### config.mk
export PLATFORM = sky130hd
export DESIGN_NAME = pat_qual_trig
export DESIGN_NICKNAME = d
export VERILOG_FILES = /design/src/rtl/pqt_pkg.sv /design/src/rtl/pqt_pattern.sv /design/src/rtl/pqt_edge.sv /design/src/rtl/pqt_qual.sv /design/src/rtl/pat_qual_trig.sv
export SDC_FILE = /design/constraint.sdc
export NUM_CORES = 1
export LEC_CHECK = 0
export BUFFER_PORTS_ARGS = -buffer_cell sky130_fd_sc_hd__buf_2
export CORE_AREA = 5 5 120 167
export DETAILED_ROUTE_END_ITERATION = 10
export DIE_AREA = 0 0 125 172
export GPL_TIMING_DRIVEN = 0
export PLACE_DENSITY_LB_ADDON = 0.1
export SLEW_MARGIN = 10
export SYNTH_ARGS = -nofsm -noshare
export SYNTH_HDL_FRONTEND = slang
export SYNTH_SLANG_ARGS = --single-unit
### constraint.sdc
create_clock -name clk_i -period 5.01 [get_ports clk_i]
set_input_delay 1.002 -clock clk_i [delete_from_list [all_inputs] [get_ports clk_i]]
set_output_delay 1.002 -clock clk_i [all_outputs]
set_load 0.02 [all_outputs]
### src/rtl/pqt_pkg.sv
package pqt_pkg;
  typedef enum logic [1:0] {
    MODE_ENTER = 2'd0,
    MODE_EXIT  = 2'd1,
    MODE_STATE = 2'd2,
    MODE_EDGE  = 2'd3
  } trig_mode_e;

  typedef enum logic [1:0] {
    WAIT_NONE   = 2'd0,
    WAIT_CYCLES = 2'd1,
    WAIT_EDGES  = 2'd2,
    WAIT_RSVD   = 2'd3
  } wait_kind_e;
endpackage

### src/rtl/pqt_pattern.sv
module pqt_pattern #(
  parameter int NUM_IN = 5
) (
  input  logic              clk_i,
  input  logic              rst_ni,
  input  logic [NUM_IN-1:0] sense_i,
  input  logic [NUM_IN-1:0] care_i,
  input  logic [NUM_IN-1:0] want_i,
  output logic              present_o,
  output logic              onset_o,
  output logic              offset_o
);
  logic [NUM_IN-1:0] bit_ok;
  logic match, pat_q, pat_prev_q;

  for (genvar i = 0; i < NUM_IN; i++) begin : g_bit
    assign bit_ok[i] = ~care_i[i] | (sense_i[i] == want_i[i]);
  end

  assign match = &bit_ok;

  always_ff @(posedge clk_i or negedge rst_ni) begin
    if (!rst_ni) begin
      pat_q      <= 1'b0;
      pat_prev_q <= 1'b0;
    end else begin
      pat_q      <= match;
      pat_prev_q <= pat_q;
    end
  end

  assign present_o = pat_q;
  assign onset_o   = pat_q & ~pat_prev_q;
  assign offset_o  = ~pat_q & pat_prev_q;
endmodule

### src/rtl/pqt_edge.sv
module pqt_edge (
  input  logic clk_i,
  input  logic rst_ni,
  input  logic src_i,
  input  logic rise_i,
  output logic evt_o
);
  logic src_q, src_prev_q;

  always_ff @(posedge clk_i or negedge rst_ni) begin
    if (!rst_ni) begin
      src_q      <= 1'b0;
      src_prev_q <= 1'b0;
    end else begin
      src_q      <= src_i;
      src_prev_q <= src_q;
    end
  end

  assign evt_o = rise_i ? (src_q & ~src_prev_q) : (~src_q & src_prev_q);
endmodule

### src/rtl/pqt_qual.sv
module pqt_qual
  import pqt_pkg::*;
#(
  parameter int CNT_W = 27
) (
  input  logic             clk_i,
  input  logic             rst_ni,
  input  trig_mode_e       mode_i,
  input  wait_kind_e       wait_i,
  input  logic [CNT_W-1:0] wait_lim_i,
  input  logic             within_en_i,
  input  logic [CNT_W-1:0] within_lim_i,
  input  logic             present_i,
  input  logic             onset_i,
  input  logic             evt_i,
  output logic             fire_o
);
  localparam logic [CNT_W-1:0] ONE = {{(CNT_W-1){1'b0}}, 1'b1};
  localparam logic [CNT_W-1:0] SAT = {CNT_W{1'b1}};

  logic             arm_q;
  logic [CNT_W-1:0] cyc_q, edges_q;
  logic [CNT_W:0]   edges_next;
  logic             qual, active, time_ok, count_ok, within_ok, is_edge;

  assign is_edge = (mode_i == MODE_EDGE);

  always_comb begin
    unique case (mode_i)
      MODE_STATE: qual = present_i;
      MODE_EDGE:  qual = arm_q;
      default:    qual = 1'b0;
    endcase
  end

  // onset cycle restarts the counters and never fires
  assign active     = qual & ~onset_i;
  assign edges_next = {1'b0, edges_q} + {{CNT_W{1'b0}}, 1'b1};
  assign time_ok    = (wait_i != WAIT_CYCLES) | (cyc_q >= wait_lim_i);
  assign count_ok   = (wait_i != WAIT_EDGES) | (edges_next >= {1'b0, wait_lim_i});
  assign within_ok  = ~within_en_i | (cyc_q <= within_lim_i);
  assign fire_o     = active & evt_i & time_ok & count_ok & within_ok;

  always_ff @(posedge clk_i or negedge rst_ni) begin
    if (!rst_ni) begin
      cyc_q   <= '0;
      edges_q <= '0;
      arm_q   <= 1'b0;
    end else begin
      if (onset_i)                     cyc_q <= ONE;
      else if (active && cyc_q != SAT) cyc_q <= cyc_q + ONE;

      if (onset_i)                                edges_q <= '0;
      else if (active && evt_i && edges_q != SAT) edges_q <= edges_q + ONE;

      if (onset_i && is_edge)       arm_q <= 1'b1;
      else if (fire_o || !is_edge)  arm_q <= 1'b0;
    end
  end
endmodule

### src/rtl/pat_qual_trig.sv
module pat_qual_trig
  import pqt_pkg::*;
#(
  parameter int NUM_IN = 5,
  parameter int CNT_W  = 27
) (
  input  logic              clk_i,
  input  logic              rst_ni,
  input  logic [NUM_IN-1:0] sense_i,
  input  logic [NUM_IN-1:0] care_i,
  input  logic [NUM_IN-1:0] want_i,
  input  logic              src_i,
  input  logic              src_pol_i,
  input  logic [1:0]        mode_i,
  input  logic [1:0]        wait_sel_i,
  input  logic [CNT_W-1:0]  wait_lim_i,
  input  logic              within_en_i,
  input  logic [CNT_W-1:0]  within_lim_i,
  output logic              trig_o
);
  trig_mode_e mode;
  wait_kind_e wait_kind;
  logic present, onset, offset, evt, qual_fire;

  assign mode      = trig_mode_e'(mode_i);
  assign wait_kind = wait_kind_e'(wait_sel_i);

  pqt_pattern #(.NUM_IN(NUM_IN)) u_pattern (
    .clk_i     (clk_i),
    .rst_ni    (rst_ni),
    .sense_i   (sense_i),
    .care_i    (care_i),
    .want_i    (want_i),
    .present_o (present),
    .onset_o   (onset),
    .offset_o  (offset)
  );

  pqt_edge u_edge (
    .clk_i  (clk_i),
    .rst_ni (rst_ni),
    .src_i  (src_i),
    .rise_i (src_pol_i),
    .evt_o  (evt)
  );

  pqt_qual #(.CNT_W(CNT_W)) u_qual (
    .clk_i        (clk_i),
    .rst_ni       (rst_ni),
    .mode_i       (mode),
    .wait_i       (wait_kind),
    .wait_lim_i   (wait_lim_i),
    .within_en_i  (within_en_i),
    .within_lim_i (within_lim_i),
    .present_i    (present),
    .onset_i      (onset),
    .evt_i        (evt),
    .fire_o       (qual_fire)
  );

  always_comb begin
    unique case (mode)
      MODE_ENTER: trig_o = onset;
      MODE_EXIT:  trig_o = offset;
      default:    trig_o = qual_fire;
    endcase
  end
endmodule

# Word-level counts from Yosys, hierarchy flattened
# Index checks and enable logic that the tools add are counted.
[word_totals]
regBits = 59
latch_bits = 0
mem_bits_rw = 0
rom_bits = 0
in_bits = 78
memories = 0
[classes]
addsub = 3
multipliers = 0
div_mod_pow = 0
n_lt_le_gt_ge = 3
eq_ne = 12
n_shift = 0
mux = 9
bitwise = 28
reduce_logical = 11
[ops]
columns = ["cell", "n"]
rows = [
  ["two-way mux 27 bit", 4],
  ["adder 27 x 1 -> 27 bit, second input constant", 2],
  ["inequality test 27 bit, second input constant", 2],
  ["adder 27 x 1 -> 28 bit, second input constant", 1],
  ["greater-or-equal comparator 28 x 27 -> 1 bit", 1],
  ["greater-or-equal comparator 27 bit", 1],
  ["<= comparator 27 bit", 1],
  ["NOT 1 bit", 11],
  ["AND 1 bit", 9],
  ["bitwise OR 1 bit", 8],
  ["nonzero test 2 bit", 3],
  ["equality test 1 bit", 5],
  ["AND reduction 5 bit", 1],
  ["equality test 2 bit, second input constant", 2],
  ["logical AND 1 bit", 4],
  ["case mux 1 bit (2 select lines)", 2],
  ["two-way mux 1 bit", 3],
  ["equality test 2 x 1 -> 1 bit, second input constant", 1],
  ["logical NOT 2 bit", 1],
  ["inequality test 2 x 1 -> 1 bit, second input constant", 1],
  ["inequality test 2 bit, second input constant", 1],
  ["logical NOT 1 bit", 1],
  ["logical OR 1 bit", 1],
]

# Longest topological paths before layout
[depth]
depth_word = 11
ltp_mapped = 16
mapped_depth_nobuf = 14

# Cells and area by module
# A second synthesis with hierarchy kept.
[hier_totals]
hier_cells = 617
area_unflattened_um2 = 5295.1
[by_module_without_submodules]
columns = ["mod", "instances", "cells_each", "area_per_inst_um2", "seq_area_each_um2"]
rows = [
  ["pqt_qual", 1, 596, 5073.6, 1376.3],
  ["pqt_pattern", 1, 13, 130.1, 50.0],
  ["pqt_edge", 1, 5, 72.6, 50.0],
  ["pat_qual_trig", 1, 3, 18.8, 0.0],
]

# Least setup slack after synthesis
# OpenSTA, ideal clock, no wires.
[synth_path]
kind = "reg2out"
startpoint = "reg u_qual.edges_q[5]"
endpoint = "out trig_o"
arrival_ns = 3.264
setup_slack_ns = 0.744
path_stages_with_launch = 16
path_cell_list = "dfrtp_1 buf_4 nand4_1 or4_4 buf_6 nor2_1 nand2_1 nor3_1 xor2_1 ha_1 nand2_1 or3_1 nor4_1 o21a_1 and3b_1 o21bai_1"
[synth_via]
elab_chain_len = 6
[synth_lines]
columns = ["element", "line_no", "text"]
rows = [
  ["from (decl)", "pqt_qual.sv:22", "logic [CNT_W-1:0] cyc_q, edges_q;"],
  ["from (signal assigned)", "pqt_qual.sv:54", "else if (active && evt_i && edges_q != SAT) edges_q <= edges_q + ONE;"],
  ["adder 27 x 1 -> 28 bit", "pqt_qual.sv:38", "assign edges_next = {1'b0, edges_q} + {{CNT_W{1'b0}}, 1'b1};"],
  ["greater-or-equal comparator 28 x 27 -> 1 bit", "pqt_qual.sv:40", "assign count_ok = (wait_i != WAIT_EDGES) | (edges_next >= {1'b0, wait_lim_i});"],
  ["bitwise OR 1 bit", "pqt_qual.sv:40", ""],
  ["AND 1 bit (2 in a row)", "pqt_qual.sv:42", "assign fire_o = active & evt_i & time_ok & count_ok & within_ok;"],
  ["case mux 1 bit (2 select lines)", "pat_qual_trig.sv:62", "unique case (mode)"],
  ["to (decl)", "pat_qual_trig.sv:19", "output logic trig_o"],
]
# No other way between the ends.

# Final worst setup path
[layout_path]
startpoint = "reg u_qual.edges_q[0]"
endpoint = "out trig_o"
# Same word-level chain as after synthesis.

==> metrics.txt <==
IR drop worst, VDD 159 µV; Cells after Synth 630; Syn Area/Cell 8.24 µm²; hold path depth 0; Syn. warnings 0; EDFF count, synth 0; Wirelength per Cell 16.0 µm; dpl hpwl 12600 µm; reg2reg end u_qual.arm_q; final hold slack 0.412 ns; I/O Buffers 78; first-pass GRT wire length 25000 µm; P_leak 3.30 nW; Seq/Total Area, Yosys 28.4%; worst-path maximum fanout 8; r2r setup slk 1.71 ns; Fin Clk Skew 0.00852 ns; Synth cell types 65; Total Neg Setup Slack 0 ns; Critical Path Sink Type output port; clock sinks 59; layout cells sized above 1 18.6%; most frequent cells in the layout ha_1 (82), nand2_1 (79), buf_2 (77); Stages on worst setup path 15; Setup crit start kind flip-flop; area of the multi-input gates 3520 µm²; top_reg_cell synth dfrtp_1; largest cells by area after synthesis dfrtp_1 (28%), ha_1 (20%), nand2_1 (5.8%); antenna cells 0; Die H 172 µm; vias in the first global route 4877; Synth Cell Area 5190 µm²; # nets final 886; TritonCTS clock tree yes; Remaining DRCs 0; wirelength, routed 15600 µm; Reg clk slew, reported paths 0.05 ns; Cell Pwr Density 228 nW/µm²; crit-path cells nand3_1 -> or4_4 -> buf_6 -> nor2_4 -> nand2_2 -> nor2_1 -> xor2_1 -> ha_1 -> nand2_1 -> or3_4 -> nor4_4 -> o21a_1 -> and3b_1 -> o21bai_2 -> buf_6; share of the clock period used by the worst path 95.0%; Die Footprint 21500 µm²; worst hold path class flip-flop to flip-flop; Setup Viol. Count Final 0; placement row count 59; Die W 125 µm; Fin. Hold Viols 0; GRT overflow 0; ys async rst share 100%; crit-path most repeated cell buf_6; Tmin final 4.76 ns; most common cell after layout, fill and taps aside ha_1; Max-Cap Viols 0; root buffer cell clkbuf_16; largest net degree at the start of global routing 55; Syn Nets 791; initial antenna violation count 0; Worst Tran Pin Value 1.17 ns; area leader, netlist dfrtp_1; Initial Utilization 28.2%; Via density 4.88; Worst setup startpoint u_qual.edges_q[0]; Fillers 1917; DR vias 4749; Worst R2R Path Depth 14; Post-DRT Antenna Nets 0; io pins 79; FF+latch count, synth 59; Slew HR 22.1%; Core Region 18400 µm²; CP Class flip-flop to output port; clock buffer count from CTS 9; Worst EP arrival 3.76 ns; Crit path max-delay family simple AND/OR/NAND/NOR gates; Max Slew Vio Count 0; Clk Latency, worst-skew pair 0.34 ns; run status completed; Max Clock Freq 210 MHz; GRT Util Overall 14.7%; WP buf/inv 2; Initial DRC Count 228; Clock Tree Buf Depth 2; Max H-tree Level 3; FF-to-FF Start u_qual.edges_q[0]; Setup crit end trig_o; placer congestion estimate 0.822; CP max stage cell or4_4; register area 1480 µm²; CP required 4.01 ns; Initial DRT Pass Iterations 4; slowest stage delay, CP 0.53 ns; P&R area growth vs syn 24.0%; Synth top area share 28.4%
## area by class of cell
class	count	area share (%)
tap	244	4.74
sequential	59	23.0
timing repair buffer	84	7.21
clock inverter	4	1.48
buffer	15	1.09
inverter	65	3.79
multi-input combinational	491	54.6
clock buffer	12	4.14
## through the flow
stage | std cells | utilization [%] | instance area, µm² | total power, mW | setup WS, ns
after floorplan | 630 | - | 5190 | 0.624 | 0.744
after global placement | 952 | 32.0 | 5890 | 0.711 | 0.102
after detailed placement | 953 | 32.2 | 5920 | 0.722 | 0.0735
after CTS | 971 | 34.5 | 6340 | 1.48 | 0.0352
after global routing | 974 | 35.0 | 6440 | 1.54 | -0.000424
final | 974 | 35.0 | 6440 | 1.47 | 0.250
## sequential cells by signal, summed over array words and instances, names as in the netlist
| signal | cells |
|---|---|
| u_qual.cyc_q | 27 |
| u_qual.edges_q | 27 |
| u_edge.src_prev_q | 1 |
| u_edge.src_q | 1 |
| u_pattern.pat_prev_q | 1 |
| u_pattern.present_o | 1 |
| u_qual.arm_q | 1 |
## cell families (layout without fill, tap and decap cells)
logic type	Yosys count	in the layout	share of synthesized area (%)
xor gates and xnor gates	51	51	8.60
buffers and inverters	80	180	6.05
muxes	1	1	0.217
adders and majority gates	83	83	20.0
AOI/OAI and AO/OA	111	111	13.5
DFF	59	59	28.4
and+or+nand+nor	245	245	23.2
## synthesized netlist by cell type (all sizes together) (2+ instances only)
cell type and count:
ha 83, a2111oi 2, nand2 81, clkbuf 10, o2111ai 3, nor2 60, clkinv 2, a41oi 3
and4 9, nand2b 4, dfrtp 59, and2 2, nor3 9, and3 10, and3b 2, xnor2 28
o211ai 4, nor4 4, a211o 2, nor2b 3, or3 5, a21oi 30, nand3 33, inv 63
o21ai 34, nand4 11, or4 3, o31ai 3, xor2 23, a211oi 5, buf 5, a31oi 8
nor3b 5, a21o 5
## metal layers
metal,vias to the layer above,GRT usage [%],part of all wire [%]
li1,2398,-,-
met3,19,3.03,3.9
met1,2235,17.7,44
met5,-,0,0
met2,97,26.2,50
met4,0,4.86,2.0
## how the worst min path moves through the flow
| stage | start | end |
|---|---|---|
| after detailed placement | u_edge.src_q | u_edge.src_prev_q |
| after floorplan | u_edge.src_q | u_edge.src_prev_q |
| after global placement | u_edge.src_q | u_edge.src_prev_q |
| after CTS | u_edge.src_q | u_edge.src_prev_q |
| final | u_edge.src_q | u_edge.src_prev_q |
| after global routing | u_edge.src_q | u_edge.src_prev_q |
## what timing repair did
item                                    CTS  global route
pin swaps                                 2             8
hold buffers                              0             0
endpoints found under the setup margin    1             1
gates resized for setup                  10            16
buffers inserted                          2             3
## power breakdown
| part | leakage, nW | switching, mW | total, mW | internal (mW) |
|---|---|---|---|---|
| Clock | 0.179 | 0.229 | 0.754 | 0.525 |
| Sequential | 0.809 | 0.0180 | 0.507 | 0.489 |
| Combinational | 2.31 | 0.123 | 0.208 | 0.0854 |
Note: power is estimated with default switching activity, not from simulation.
